$ cat src/rtl/rfi_pkg.sv
package rfi_pkg;

    localparam int DATA_W  = 16;
    localparam int CKS_W   = 3;
    localparam int NUM_CKS = 1 << CKS_W;

    // register select on the bus
    typedef enum logic [1:0] {
        REG_CTRL  = 2'd0,
        REG_COUNT = 2'd1,
        REG_CMP   = 2'd2,
        REG_TALLY = 2'd3
    } reg_sel_e;

    // control/status bit positions
    localparam int BIT_LMS   = 3;
    localparam int BIT_OFLAG = 6;
    localparam int BIT_MFLAG = 7;

    // log2 of the prescaler divisor for each clock-select code, 0 = stopped
    function automatic int cks_shift(input int code);
        if (code == 0)      return 0;
        else if (code <= 5) return 2 * code;
        else                return code + 5;
    endfunction

endpackage

$ cat src/rtl/rfi_prescaler.sv
module rfi_prescaler
    import rfi_pkg::*;
#(
    parameter int PRE_W = 12
) (
    input  logic             clk,
    input  logic             por_n,
    input  logic             run,
    input  logic [CKS_W-1:0] cks,
    output logic             tick
);

    typedef struct packed {
        logic [PRE_W-1:0] pre;
    } pre_st_t;

    pre_st_t st_d, st_q;
    logic [PRE_W-1:0] mask_tab [NUM_CKS];

    generate
        for (genvar g = 0; g < NUM_CKS; g++) begin : g_tap
            localparam int SH = cks_shift(g);
            if (SH == 0) begin : g_off
                assign mask_tab[g] = '0;
            end else if (SH >= PRE_W) begin : g_full
                assign mask_tab[g] = '1;
            end else begin : g_part
                assign mask_tab[g] = PRE_W'((1 << SH) - 1);
            end
        end
    endgenerate

    logic [PRE_W-1:0] sel_mask;
    assign sel_mask = mask_tab[cks];
    assign tick     = run && (cks != '0) && ((st_q.pre & sel_mask) == sel_mask);

    always_comb begin
        st_d = st_q;
        if (run) st_d.pre = st_q.pre + 1'b1;
    end

    always_ff @(posedge clk or negedge por_n) begin
        if (!por_n) st_q <= '0;
        else        st_q <= st_d;
    end

    // prescaler frozen while not running
    p_pre_hold_r10: assert property (@(posedge clk) disable iff (!por_n)
        !run |=> $stable(st_q.pre));

endmodule

$ cat src/rtl/rfi_interval.sv
module rfi_interval #(
    parameter int CNT_W = 8
) (
    input  logic             clk,
    input  logic             por_n,
    input  logic             tick,
    input  logic             load_cnt,
    input  logic [CNT_W-1:0] load_val,
    input  logic             load_cmp,
    input  logic [CNT_W-1:0] cmp_val,
    output logic [CNT_W-1:0] cnt,
    output logic [CNT_W-1:0] cmp,
    output logic             match
);

    typedef struct packed {
        logic [CNT_W-1:0] cnt;
        logic [CNT_W-1:0] cmp;
    } ivl_st_t;

    ivl_st_t st_d, st_q;

    assign match = tick && !load_cnt && (st_q.cnt == st_q.cmp);
    assign cnt   = st_q.cnt;
    assign cmp   = st_q.cmp;

    always_comb begin
        st_d = st_q;
        if (load_cnt) begin
            st_d.cnt = load_val;
        end else if (tick) begin
            if (st_q.cnt == st_q.cmp) st_d.cnt = '0;
            else                      st_d.cnt = st_q.cnt + 1'b1;
        end
        if (load_cmp) st_d.cmp = cmp_val;
    end

    always_ff @(posedge clk or negedge por_n) begin
        if (!por_n) st_q <= '0;
        else        st_q <= st_d;
    end

    p_load_r2: assert property (@(posedge clk) disable iff (!por_n)
        load_cnt |=> (st_q.cnt == $past(load_val)));

    p_clear_on_match_r4: assert property (@(posedge clk) disable iff (!por_n)
        match |=> (st_q.cnt == '0));

    p_step_r4: assert property (@(posedge clk) disable iff (!por_n)
        (tick && !load_cnt && !match) |=> (st_q.cnt == CNT_W'($past(st_q.cnt) + 1'b1)));

    p_idle_hold_r10: assert property (@(posedge clk) disable iff (!por_n)
        (!tick && !load_cnt) |=> $stable(st_q.cnt));

endmodule

$ cat src/rtl/rfi_tally.sv
module rfi_tally #(
    parameter int TALLY_W = 11
) (
    input  logic               clk,
    input  logic               por_n,
    input  logic               mrst_n,
    input  logic               inc,
    input  logic               clr,
    input  logic               lim_sel,
    output logic [TALLY_W-1:0] tally,
    output logic               ovf_evt
);

    localparam logic [TALLY_W-1:0] LIM_WIDE   = TALLY_W'(1024);
    localparam logic [TALLY_W-1:0] LIM_NARROW = TALLY_W'(512);

    typedef struct packed {
        logic [TALLY_W-1:0] tally;
    } tly_st_t;

    tly_st_t st_d, st_q;
    logic [TALLY_W-1:0] limit;

    assign limit   = lim_sel ? LIM_NARROW : LIM_WIDE;
    assign ovf_evt = mrst_n && inc && !clr && (st_q.tally == limit);
    assign tally   = st_q.tally;

    always_comb begin
        st_d = st_q;
        if (!mrst_n || clr) st_d.tally = '0;
        else if (inc)       st_d.tally = st_q.tally + 1'b1;
    end

    always_ff @(posedge clk or negedge por_n) begin
        if (!por_n) st_q <= '0;
        else        st_q <= st_d;
    end

    p_tally_step_r6: assert property (@(posedge clk) disable iff (!por_n)
        (mrst_n && inc && !clr) |=> (st_q.tally == TALLY_W'($past(st_q.tally) + 1'b1)));

    p_tally_clear_r6: assert property (@(posedge clk) disable iff (!por_n)
        (clr || !mrst_n) |=> (st_q.tally == '0));

    p_ovf_at_limit_r7: assert property (@(posedge clk) disable iff (!por_n)
        ovf_evt |=> (st_q.tally == TALLY_W'($past(limit) + 1'b1)));

endmodule

$ cat src/rtl/refresh_timer.sv
module refresh_timer
    import rfi_pkg::*;
#(
    parameter int         CNT_W   = 8,
    parameter int         TALLY_W = 11,
    parameter int         PRE_W   = 12,
    parameter logic [7:0] KEY     = 8'hA5
) (
    input  logic              clk,
    input  logic              por_n,
    input  logic              mrst_n,
    input  logic              standby,
    input  logic              bus_sel,
    input  logic              bus_wr,
    input  logic              bus_word,
    input  logic [1:0]        bus_addr,
    input  logic [DATA_W-1:0] bus_wdata,
    output logic [DATA_W-1:0] bus_rdata,
    output logic              match_flag,
    output logic              ovf_flag
);

    typedef struct packed {
        logic [CKS_W-1:0] cks;
        logic             lms;
        logic             m_flag;
        logic             o_flag;
        logic             m_arm;
        logic             o_arm;
    } ctl_st_t;

    ctl_st_t st_d, st_q;

    reg_sel_e           rsel;
    logic               wr_en, ctrl_wr, ctrl_rd, key_ok, keyed_wr, cmp_wr, tally_wr;
    logic               tick, match_evt, ovf_evt;
    logic [CNT_W-1:0]   cnt, cmp;
    logic [TALLY_W-1:0] tally;

    assign rsel     = reg_sel_e'(bus_addr);
    assign wr_en    = bus_sel && bus_wr && mrst_n;
    assign ctrl_wr  = wr_en && (rsel == REG_CTRL);
    assign ctrl_rd  = bus_sel && !bus_wr && (rsel == REG_CTRL);
    assign key_ok   = bus_word && (bus_wdata[15:8] == KEY);
    assign keyed_wr = wr_en && (rsel == REG_COUNT) && key_ok;
    assign cmp_wr   = wr_en && (rsel == REG_CMP);
    assign tally_wr = wr_en && (rsel == REG_TALLY);

    rfi_prescaler #(.PRE_W(PRE_W)) u_pre (
        .clk   (clk),
        .por_n (por_n),
        .run   (!standby),
        .cks   (st_q.cks),
        .tick  (tick)
    );

    rfi_interval #(.CNT_W(CNT_W)) u_ivl (
        .clk      (clk),
        .por_n    (por_n),
        .tick     (tick),
        .load_cnt (keyed_wr),
        .load_val (bus_wdata[CNT_W-1:0]),
        .load_cmp (cmp_wr),
        .cmp_val  (bus_wdata[CNT_W-1:0]),
        .cnt      (cnt),
        .cmp      (cmp),
        .match    (match_evt)
    );

    rfi_tally #(.TALLY_W(TALLY_W)) u_tly (
        .clk     (clk),
        .por_n   (por_n),
        .mrst_n  (mrst_n),
        .inc     (match_evt),
        .clr     (tally_wr),
        .lim_sel (st_q.lms),
        .tally   (tally),
        .ovf_evt (ovf_evt)
    );

    always_comb begin
        st_d = st_q;
        if (ctrl_wr) begin
            st_d.cks   = bus_wdata[CKS_W-1:0];
            st_d.lms   = bus_wdata[BIT_LMS];
            st_d.m_arm = 1'b0;
            st_d.o_arm = 1'b0;
            if (st_q.m_arm && !bus_wdata[BIT_MFLAG]) st_d.m_flag = 1'b0;
            if (st_q.o_arm && !bus_wdata[BIT_OFLAG]) st_d.o_flag = 1'b0;
        end
        if (ctrl_rd) begin
            st_d.m_arm = st_q.m_arm | st_q.m_flag;
            st_d.o_arm = st_q.o_arm | st_q.o_flag;
        end
        // a new event outranks a software clear in the same cycle
        if (match_evt) st_d.m_flag = 1'b1;
        if (ovf_evt)   st_d.o_flag = 1'b1;
        if (!mrst_n) begin
            st_d.m_flag = 1'b0;
            st_d.o_flag = 1'b0;
            st_d.m_arm  = 1'b0;
            st_d.o_arm  = 1'b0;
        end
    end

    always_ff @(posedge clk or negedge por_n) begin
        if (!por_n) st_q <= '0;
        else        st_q <= st_d;
    end

    always_comb begin
        bus_rdata = '0;
        if (bus_sel && !bus_wr) begin
            unique case (rsel)
                REG_CTRL: begin
                    bus_rdata[CKS_W-1:0] = st_q.cks;
                    bus_rdata[BIT_LMS]   = st_q.lms;
                    bus_rdata[BIT_OFLAG] = st_q.o_flag;
                    bus_rdata[BIT_MFLAG] = st_q.m_flag;
                end
                REG_COUNT: bus_rdata = DATA_W'(cnt);
                REG_CMP:   bus_rdata = DATA_W'(cmp);
                REG_TALLY: bus_rdata = DATA_W'(tally);
                default:   bus_rdata = '0;
            endcase
        end
    end

    assign match_flag = st_q.m_flag;
    assign ovf_flag   = st_q.o_flag;

    p_unkeyed_ignored_r2: assert property (@(posedge clk) disable iff (!por_n)
        (bus_sel && bus_wr && (rsel == REG_COUNT) && !key_ok && !tick) |=> $stable(cnt));

    p_stopped_r5: assert property (@(posedge clk) disable iff (!por_n)
        ((st_q.cks == '0) && !keyed_wr) |=> $stable(cnt));

    p_standby_hold_r10: assert property (@(posedge clk) disable iff (!por_n)
        (standby && !keyed_wr) |=> $stable(cnt));

    p_match_sets_r4: assert property (@(posedge clk) disable iff (!por_n)
        (mrst_n && match_evt) |=> match_flag);

    p_ovf_sets_r7: assert property (@(posedge clk) disable iff (!por_n)
        (mrst_n && ovf_evt) |=> ovf_flag);

    p_unarmed_keep_r8: assert property (@(posedge clk) disable iff (!por_n)
        (mrst_n && match_flag && !st_q.m_arm) |=> match_flag);

    p_mrst_clear_r9: assert property (@(posedge clk) disable iff (!por_n)
        !mrst_n |=> (!match_flag && !ovf_flag && (tally == '0)));

    p_mrst_keep_cmp_r9: assert property (@(posedge clk) disable iff (!por_n)
        !mrst_n |=> ($stable(cmp) && $stable(st_q.cks) && $stable(st_q.lms)));

endmodule

$ cat config.mk
export PLATFORM = sky130hd
export DESIGN_NAME = refresh_timer
export DESIGN_NICKNAME = d
export VERILOG_FILES = /design/src/rtl/rfi_pkg.sv /design/src/rtl/rfi_prescaler.sv /design/src/rtl/rfi_interval.sv /design/src/rtl/rfi_tally.sv /design/src/rtl/refresh_timer.sv
export SDC_FILE = /design/constraint.sdc
export NUM_CORES = 1
export LEC_CHECK = 0
export BUFFER_PORTS_ARGS = -buffer_cell sky130_fd_sc_hd__buf_2
export CAP_MARGIN = 20
export CORE_AREA = 10 10 84 86
export DETAILED_ROUTE_END_ITERATION = 8
export DIE_AREA = 0 0 94 96
export PLACE_DENSITY_LB_ADDON = 0.08
export SYNTH_ARGS = -nofsm -noshare
export SYNTH_HDL_FRONTEND = slang
export SYNTH_HIERARCHICAL = 1
export SYNTH_SLANG_ARGS = --single-unit
$ cat constraint.sdc
create_clock -name clk -period 3 [get_ports clk]
set_input_delay 0.15 -clock clk [delete_from_list [all_inputs] [get_ports clk]]
set_output_delay 0.15 -clock clk [all_outputs]
set_load 0.05 [all_outputs]
Word level (Yosys, flattened, before mapping)
Memories as Yosys holds them, arrays and structs flattened.
Cells that the tools add are included.

operators by class
  add/subtract/negate cells = 3
  order comparisons = 1
  equality and inequality tests = 12
  mux-type cells = 20
  bitwise logic cells = 4
  reductions and logical operators = 33

operator list
  kind                   count
  $mux 11                4
  $mux 12                2
  $mux 8                 3
  $logic_and 1x1->1      19
  $pmux 4 s4             1
  $ne 3x1->1 const B     5
  $add 12x1->12 const B  1
  $and 12x12->12         1
  $eq 12x12->1           1
  $add 11x1->11 const B  1
  $eq 11x11->1           1
  $add 8x1->8 const B    1
  $eq 8x8->1             1
  $eq 8x8->1 const B     1
  $mux 4                 2
  $pmux 2 s4             1
  $logic_not 1->1        7
  $pmux 2 s3             1
  $eq 2x2->1 const B     2
  $ge 4x4->1 const B     1
  $mux 1                 4
  $not 3->4              1
  $reduce_and 2->1       2
  $reduce_bool 2->1      2
  other kinds (7)        8

word-level totals
  register bits after elaboration = 47
  ROM bits = 96
  input bits = 25
  output and inout port bits = 18
  logic and storage cells = 84
  memories kept = 1

memories
  memory            words  bits a word  read ports  clocked after Yosys merged registers in  wr ports  line                 RTL
  (name not given)  8      12           1           0                                        0         rfi_prescaler.sv:34  assign sel_mask = mask_tab[cks];

Depth between registers and ports, before layout
Gate-level depths: netlist of run 1.

  depth in word-level cells = 14
  mapped depth = 13
  mapped depth without buffers = 11

Cells and area by module
The synthesis of run 1 kept the hierarchy.

modules (own cells, without submodules)
  module         times used  cells each  area each (µm²)  sequential area each (µm²)
  rfi_interval   1           93          958.4            400.4
  refresh_timer  1           70          749.5            200.2
  rfi_tally      1           65          641.9            275.3
  rfi_prescaler  1           52          574.3            300.3

Least setup slack after synthesis of run 1
No wires, ideal clock.

  path type = reg-to-reg
  start = register u_pre/st_q[2] in the netlist's numbering
  end = register u_tly.st_q (netlist bit u_tly/tally[9])
  setup time = 0.077 ns
  data arrival time = 2.630 ns
  setup slack = 0.292 ns
  cell stages (with the launch flop) = 12
  buffers on the path = 2
  clock period less this slack = 2.708 ns
  cell sequence = dfrtp_1 nand2_1 a21oi_1 nand4_1 a221oi_1 buf_4 inv_1 nor4_1 buf_4 nand4_2 or4_1 a21oi_1

between the ends
  cells in the longest elaborated chain, start to end = 6

RTL lines
  item                             line                 RTL
  start: declaration               rfi_prescaler.sv:17  pre_st_t st_d, st_q;
  start signal: assignment         rfi_prescaler.sv:44  else st_q <= st_d;
  $and 12x12->12                   rfi_prescaler.sv:35  assign tick = run && (cks != '0) && ((st_q.pre & sel_mask) == sel_mask);
  $eq 12x12->1                     rfi_prescaler.sv:35
  $logic_and 1x1->1                rfi_prescaler.sv:35
  via tick                         refresh_timer.sv:36  logic tick, match_evt, ovf_evt;
  $logic_and 1x1->1 (2 in series)  rfi_interval.sv:23   assign match = tick && !load_cnt && (st_q.cnt == st_q.cmp);
  via match_evt                    refresh_timer.sv:36
  $reduce_bool 2->1 (no line)      -
  end signal: assignment           rfi_tally.sv:36      else st_q <= st_d;
  end: declaration                 rfi_tally.sv:21      tly_st_t st_d, st_q;

The timed path passes the listed nets, and every way through them passes these cells.
A chain may end at the register's enable or synchronous reset.

Worst setup path in the final report of run 1
Ends and elaborated chain as after synthesis.

==> results.toml, run 1 <==
[global_routing]
use_met3_pct = 3.11
grt_pass1_wl_mm = 11.5
grt.total_usage_pct = 15.9
grt.met1_usage_pct = 20.5
grt_pass1_vias = 2336
overflow = 0
grt_use_met2_pct = 25.8
grt_most_used_layer = "met2"
grt_antenna_before_repair = 0
grt_max_degree = 48

[cells_and_area]
seq_area_sq_um = 1180
diodes = 0
fin_nets = 349
fillers = 477
fin_cells = 393
final_core_util_pct = 60.2
drive_gt1_share_pct = 26.8
areaGrowthSynthToFinish_pct = 11.3
final_common_cell = "dfrtp_1"
multi_input_area_sq_um = 1630
layout_common_cells = "dfrtp_1, buf_2, nand2_1, nor2_1, xnor2_1"

[setup_path]
ff2ff_setup_slack_ns = 0.36
cp-end-kind = "flop"
required_ns = 3.23
reg2reg_depth = 10
start_kind = "flop"
r2r_end = "u_tly/tally[9]"
crit_fanout = 11
worstSetupPathType = "flop to flop"
reg2reg_from = "u_pre/st_q[2]"
worst_ep_arrival_time_ns = 2.87

[yosys]
synth_cells = 280
synthArstFlopShare_pct = 100
synth_edf_count = 0
yosysWarnings = 6
synth-main-ff-cell = "dfrtp_1"
postSynthAreaPerCell_sq_um = 10.4
synth_cell_type_count = 51
synth_area_sq_um = 2920
synth_seq_area_share_pct = 40.2
synth_seq_cells = 47

[placed_design]
dp.cells = 383
gp_congestion = 0.821
portBuffers = 37
place_hpwl_mm = 5.11

[timing]
min_period_over_period_pct = 88.0
max_slew_margin_pct = 51.5
tns_ns = 0
setup_viol = 0
finClkSkew_ns = 0.00744
period_minus_slack_ns = 2.64
hold_viol = 0
rsz0062_at_grt = "false"
tightestPinTransition_ns = 0.726
max_freq_ghz = 0.379
drv_slew = 0

[die]
die_y_um = 96
io_pins = 43
die_area_sq_um = 9020
initial_utilization_pct = 54.1
dieWidth_um = 94
core_sq_um = 5410
rows = 27

[power_and_ir_drop]
power_density_nw_per_um2 = 499
p_leak_nw = 1.40
irDropWorstVdd_uv = 378

[detailed_routing]
vias = 2229
avgViaCountPerCell = 5.67
wl_per_cell_um = 17.4
drc = 0
firstDrtPassIters = 4
wl_mm = 6.83
drtIter0Drc = 124
ant_nets = 0

[hold_path]
hp-start = "bus_wdata[4]"
holdPathEnd = "u_ivl/cnt[4]"
hold_class = "input pin to flop"
hold_path_depth = 3

[cts]
clkSlewWorstSetupHoldPaths_ns = 0.09
cts_buffers = 5
clock_latency_ns = 0.31
cts_max_level = 2
clockRootBuffer = "clkbuf_8"
numClockSinks = 47
cts_tree = "built"
clockBufferDepth = 2

[run_status]
outcome = "complete, no violations"

[run]
max_cap_violations = 0
[area by class of cell]
type / instances / share of cell area (%)
clock buffer: 7 / 2.34
clock inverter: 1 / 0.154
inverter: 6 / 0.692
multi-input combinational: 216 / 50.2
sequential: 47 / 36.1
tap: 72 / 2.77
timing repair buffer: 44 / 7.76
[power breakdown]
| part | total [W] | switching (W) | internal [W] |
|---|---|---|---|
| clock | 0.000377 | 0.000213 | 0.000164 |
| combinational | 0.000412 | 0.000206 | 0.000206 |
| sequential | 0.000836 | 0.000108 | 0.000728 |
| total | 0.00162 | 0.000527 | 0.00110 |
[Yosys cell counts (all sizes together), types with 2 or more instances]
cell	count	area share (%)
o31ai	3	0.77
xnor2	17	5.1
mux2	15	5.8
o21a	2	0.51
a31oi	2	0.43
nand2	18	2.3
and3	7	1.8
inv	6	0.77
and2	9	2.0
nor4b	4	1.2
or3	2	0.43
nor3	5	1.2
nor2	17	2.2
xor2	6	1.8
a22oi	2	0.51
nand4	11	3.5
nor3b	8	2.2
buf	15	4.1
o22ai	7	1.5
and4	4	1.3
or4	3	0.77
nand3	5	1.0
nor2b	7	1.8
a21o	2	0.51
ha	4	1.7
nor4	2	0.43
nand2b	8	1.7
mux4	6	4.6
o211ai	7	1.8
dfrtp	47	40
a21oi	16	2.7
o21ai	5	0.86
[worst max path at each step]
stage	from	endpoint	cells past startpoint
finish	u_pre/st_q[2]	u_tly/tally[9]	10
global route	u_pre/st_q[2]	u_tly/tally[9]	10
CTS	u_pre/st_q[2]	u_tly/tally[9]	10
detailed placement	u_pre/st_q[2]	u_tly/tally[9]	10
global placement	u_pre/st_q[2]	u_tly/tally[9]	10
floorplan	u_pre/st_q[2]	u_tly/tally[9]	11
[registers in the layout, summed over array words and instances, names as in the netlist]
name,cells
u_ivl/cnt,8
u_tly/tally,11
match_flag,1
ovf_flag,1
u_pre/st_q,12
st_q,6
u_ivl/cmp,8
[cell families (layout without fill, tap and decap cells)]
kind of cell               after synthesis  in the layout  synth area share, %
and+or+nand+nor                        114            114                 25.2
AOI/OAI and AO/OA                       48             48                 10.3
DFF                                     47             47                 40.2
xor gates and xnor gates                23             23                 6.89
muxes                                   22             22                 10.7
buffers and inverters                   21             58                 4.88
adders and majority gates                4              4                 1.71
other                                    1              5                0.128
[worst max-delay path, cell delays in order (launching register included)]
cell,delay (ns)
dfrtp_1,0.41
nand2_1,0.14
a21oi_1,0.17
nand4_1,0.09
a221oi_1,0.30
inv_1,0.12
nor4_2,0.25
buf_4,0.22
nand4_2,0.18
or4_1,0.53
a21oi_1,0.16
[routing by layer]
layer | up-vias | share of wire [%]
li1 | 1096 | -
met1 | 1082 | 46
met2 | 39 | 49
met3 | 12 | 4.0
met4 | 0 | 1.5
met5 | - | 0
[stage by stage]
stage	hold slack, ns	power [W]	worst slack, ns	instance area (sq um)
2_1_floorplan	-0.146	0.00115	0.292	2940
3_3_place_gp	0.397	0.00124	0.465	3140
5_1_grt	0.0994	0.00172	0.133	3260
3_5_place_dp	0.396	0.00126	0.344	3140
6_report	0.0738	0.00162	0.361	3260
4_1_cts	0.0641	0.00164	0.328	3230
[what timing repair did]
action	4_1_cts	5_1_grt
hold buffers	0	1
buffers inserted	0	0
endpoints found under the hold margin	0	20
resized for setup	0	0
Power figures use the tool's default switching activity.
==> inputs of run 2 (changes only) <==
- CORE_AREA: 10 10 84 86 -> 10 10 63 117
- DIE_AREA: 0 0 94 96 -> 0 0 73 127
==> run 2 against run 1 <==
  * Critical path depth stayed put
  * Clock skew is 0.0045 ns higher
  * Sequential share of layout area is 0.43 points lower
  * Design area is 1.2% higher
  * Utilization is 1.0 points lower
  * Sequential power is 0.7% higher
  * Largest cell class unchanged
  * Wire length is 0.53% lower
  * Count of clock-buffer cells in the layout is 1 lower
  * Critical path type unchanged
  * Clock power is 44% higher
  * Sequential cell count stayed put
  * Register-to-register slack worse by 0.16 ns
==> results.toml, run 2 (synthesized netlist as in run 1, its figures left out) <==
[cells_and_area]
fin_nets = 348
fillers = 508
fin_cells = 381
layout_common_cells = "dfrtp_1, buf_2, nand2_1, nor2_1, xnor2_1"
drive_gt1_share_pct = 26.9
top_register = "u_pre/st_q"
final_common_cell = "dfrtp_1"
largest_reg_flops = 12
diodes = 0
final_area_sq_um = 3290
areaGrowthSynthToFinish_pct = 12.7

[setup_path]
crit_fanout = 11
reg2reg_depth = 10
required_ns = 3.22
cp-end-kind = "flop"
reg2reg_from = "u_pre/st_q[2]"
start_kind = "flop"
r2r_end = "u_tly/tally[9]"
ff2ff_setup_slack_ns = 0.20
worst_ep_arrival_time_ns = 3.02
worstSetupPathType = "flop to flop"

[timing]
drv_slew = 0
finClkSkew_ns = 0.0120
min_period_over_period_pct = 93.4
period_minus_slack_ns = 2.80
max_freq_ghz = 0.357
tns_ns = 0
setup_viol = 0
max_slew_margin_pct = 62.8
tightestPinTransition_ns = 0.557
rsz0062_at_grt = "false"
hold_viol = 0
hold_slack_ns = 0.108

[global_routing]
grt_pass1_vias = 2260
grt_max_degree = 48
grt.total_usage_pct = 15.2
overflow = 0
grt_pass1_wl_mm = 11.4
grt_antenna_before_repair = 0

[power_and_ir_drop]
power_density_nw_per_um2 = 545
p_total_w = 0.00180
p_leak_nw = 1.42
irDropWorstVdd_uv = 555

[die]
io_pins = 43
rows = 39
die_area_sq_um = 9270
die_y_um = 127
core_sq_um = 5560
initial_utilization_pct = 52.6
dieWidth_um = 73

[detailed_routing]
firstDrtPassIters = 4
wl_per_cell_um = 17.8
drc = 0
ant_nets = 0
drtIter0Drc = 170
wl_mm = 6.80
vias = 2289
avgViaCountPerCell = 6.01

[cts]
cts_tree = "built"
numClockSinks = 47
cts_resized = 0
clkSlewWorstSetupHoldPaths_ns = 0.07
clockBufferDepth = 2
cts_max_level = 2
post-cts-setup-buffers = 0
clock_latency_ns = 0.30
clockRootBuffer = "clkbuf_16"
cts_hold_buf = 0
cts_buffers = 5

[hold_path]
hold_path_depth = 3
hold_class = "input pin to flop"
holdPathEnd = "u_ivl/cnt[5]"
hp-start = "bus_wdata[5]"

[run]
max_cap_violations = 0

[placed_design]
portBuffers = 37
placed_area_sq_um = 3120
place_hpwl_mm = 5.02
gp_congestion = 0.842
dp.cells = 371

[run_status]
outcome = "complete, no violations"
==> run 2: cell count changes in the layout (fill, tap and decap cells not counted), sizes merged <==
| cell | delta |
|---|---|
| buf | -1 |
| clkbuf | -1 |
| clkinvlp | +1 |
==> run 2: worst max-delay path, cell delays in order (launching register included) <==
cell,delay [ns]
dfrtp_1,0.40
nand2_1,0.14
a21oi_1,0.17
nand4_1,0.10
a221oi_1,0.31
inv_1,0.22
nor4_2,0.28
buf_4,0.22
nand4_2,0.18
or4_1,0.54
a21oi_1,0.17
==> run 2: cell type report <==
class | instances | area (sq um) | area share, %
inverter | 6 | 22.5 | 0.684
tap | 61 | 76.3 | 2.32
timing repair buffer | 43 | 245 | 7.44
sequential | 47 | 1180 | 35.7
clock inverter | 2 | 12.5 | 0.380
multi-input combinational | 216 | 1630 | 49.6
clock buffer | 6 | 129 | 3.91
==> run 2: worst max path at each step <==
stage                             start             end  cells after the start
after floorplan           u_pre/st_q[2]  u_tly/tally[9]                     11
after global placement    u_pre/st_q[2]  u_tly/tally[9]                     10
after detailed placement  u_pre/st_q[2]  u_tly/tally[9]                     10
after CTS                 u_pre/st_q[2]  u_tly/tally[9]                     10
after global routing      u_pre/st_q[2]  u_tly/tally[9]                     10
final                     u_pre/st_q[2]  u_tly/tally[9]                     10
==> run 2: power breakdown <==
| group | switching [W] | internal [W] | total (W) |
|---|---|---|---|
| logic | 0.000204 | 0.000205 | 0.000409 |
| clock network | 0.000237 | 0.000308 | 0.000544 |
| registers | 0.000113 | 0.000729 | 0.000842 |
| total | 0.000554 | 0.00124 | 0.00180 |
==> run 2: per-stage QoR <==
step	setup slack, ns	util, %
after global routing	0.00426	59.2
after CTS	0.208	58.7
final	0.199	59.2
after floorplan	0.292	-
after global placement	0.332	56.1
after detailed placement	0.226	56.1
==> run 2: routing by layer <==
layer  track usage (%)  wire (um)  vias to the layer above
met5                 0          0                        -
li1                  -          -                     1091
met4              6.63        161                        0
met1              19.8       2960                     1115
met3              4.73        483                       11
met2              22.3       3200                       72
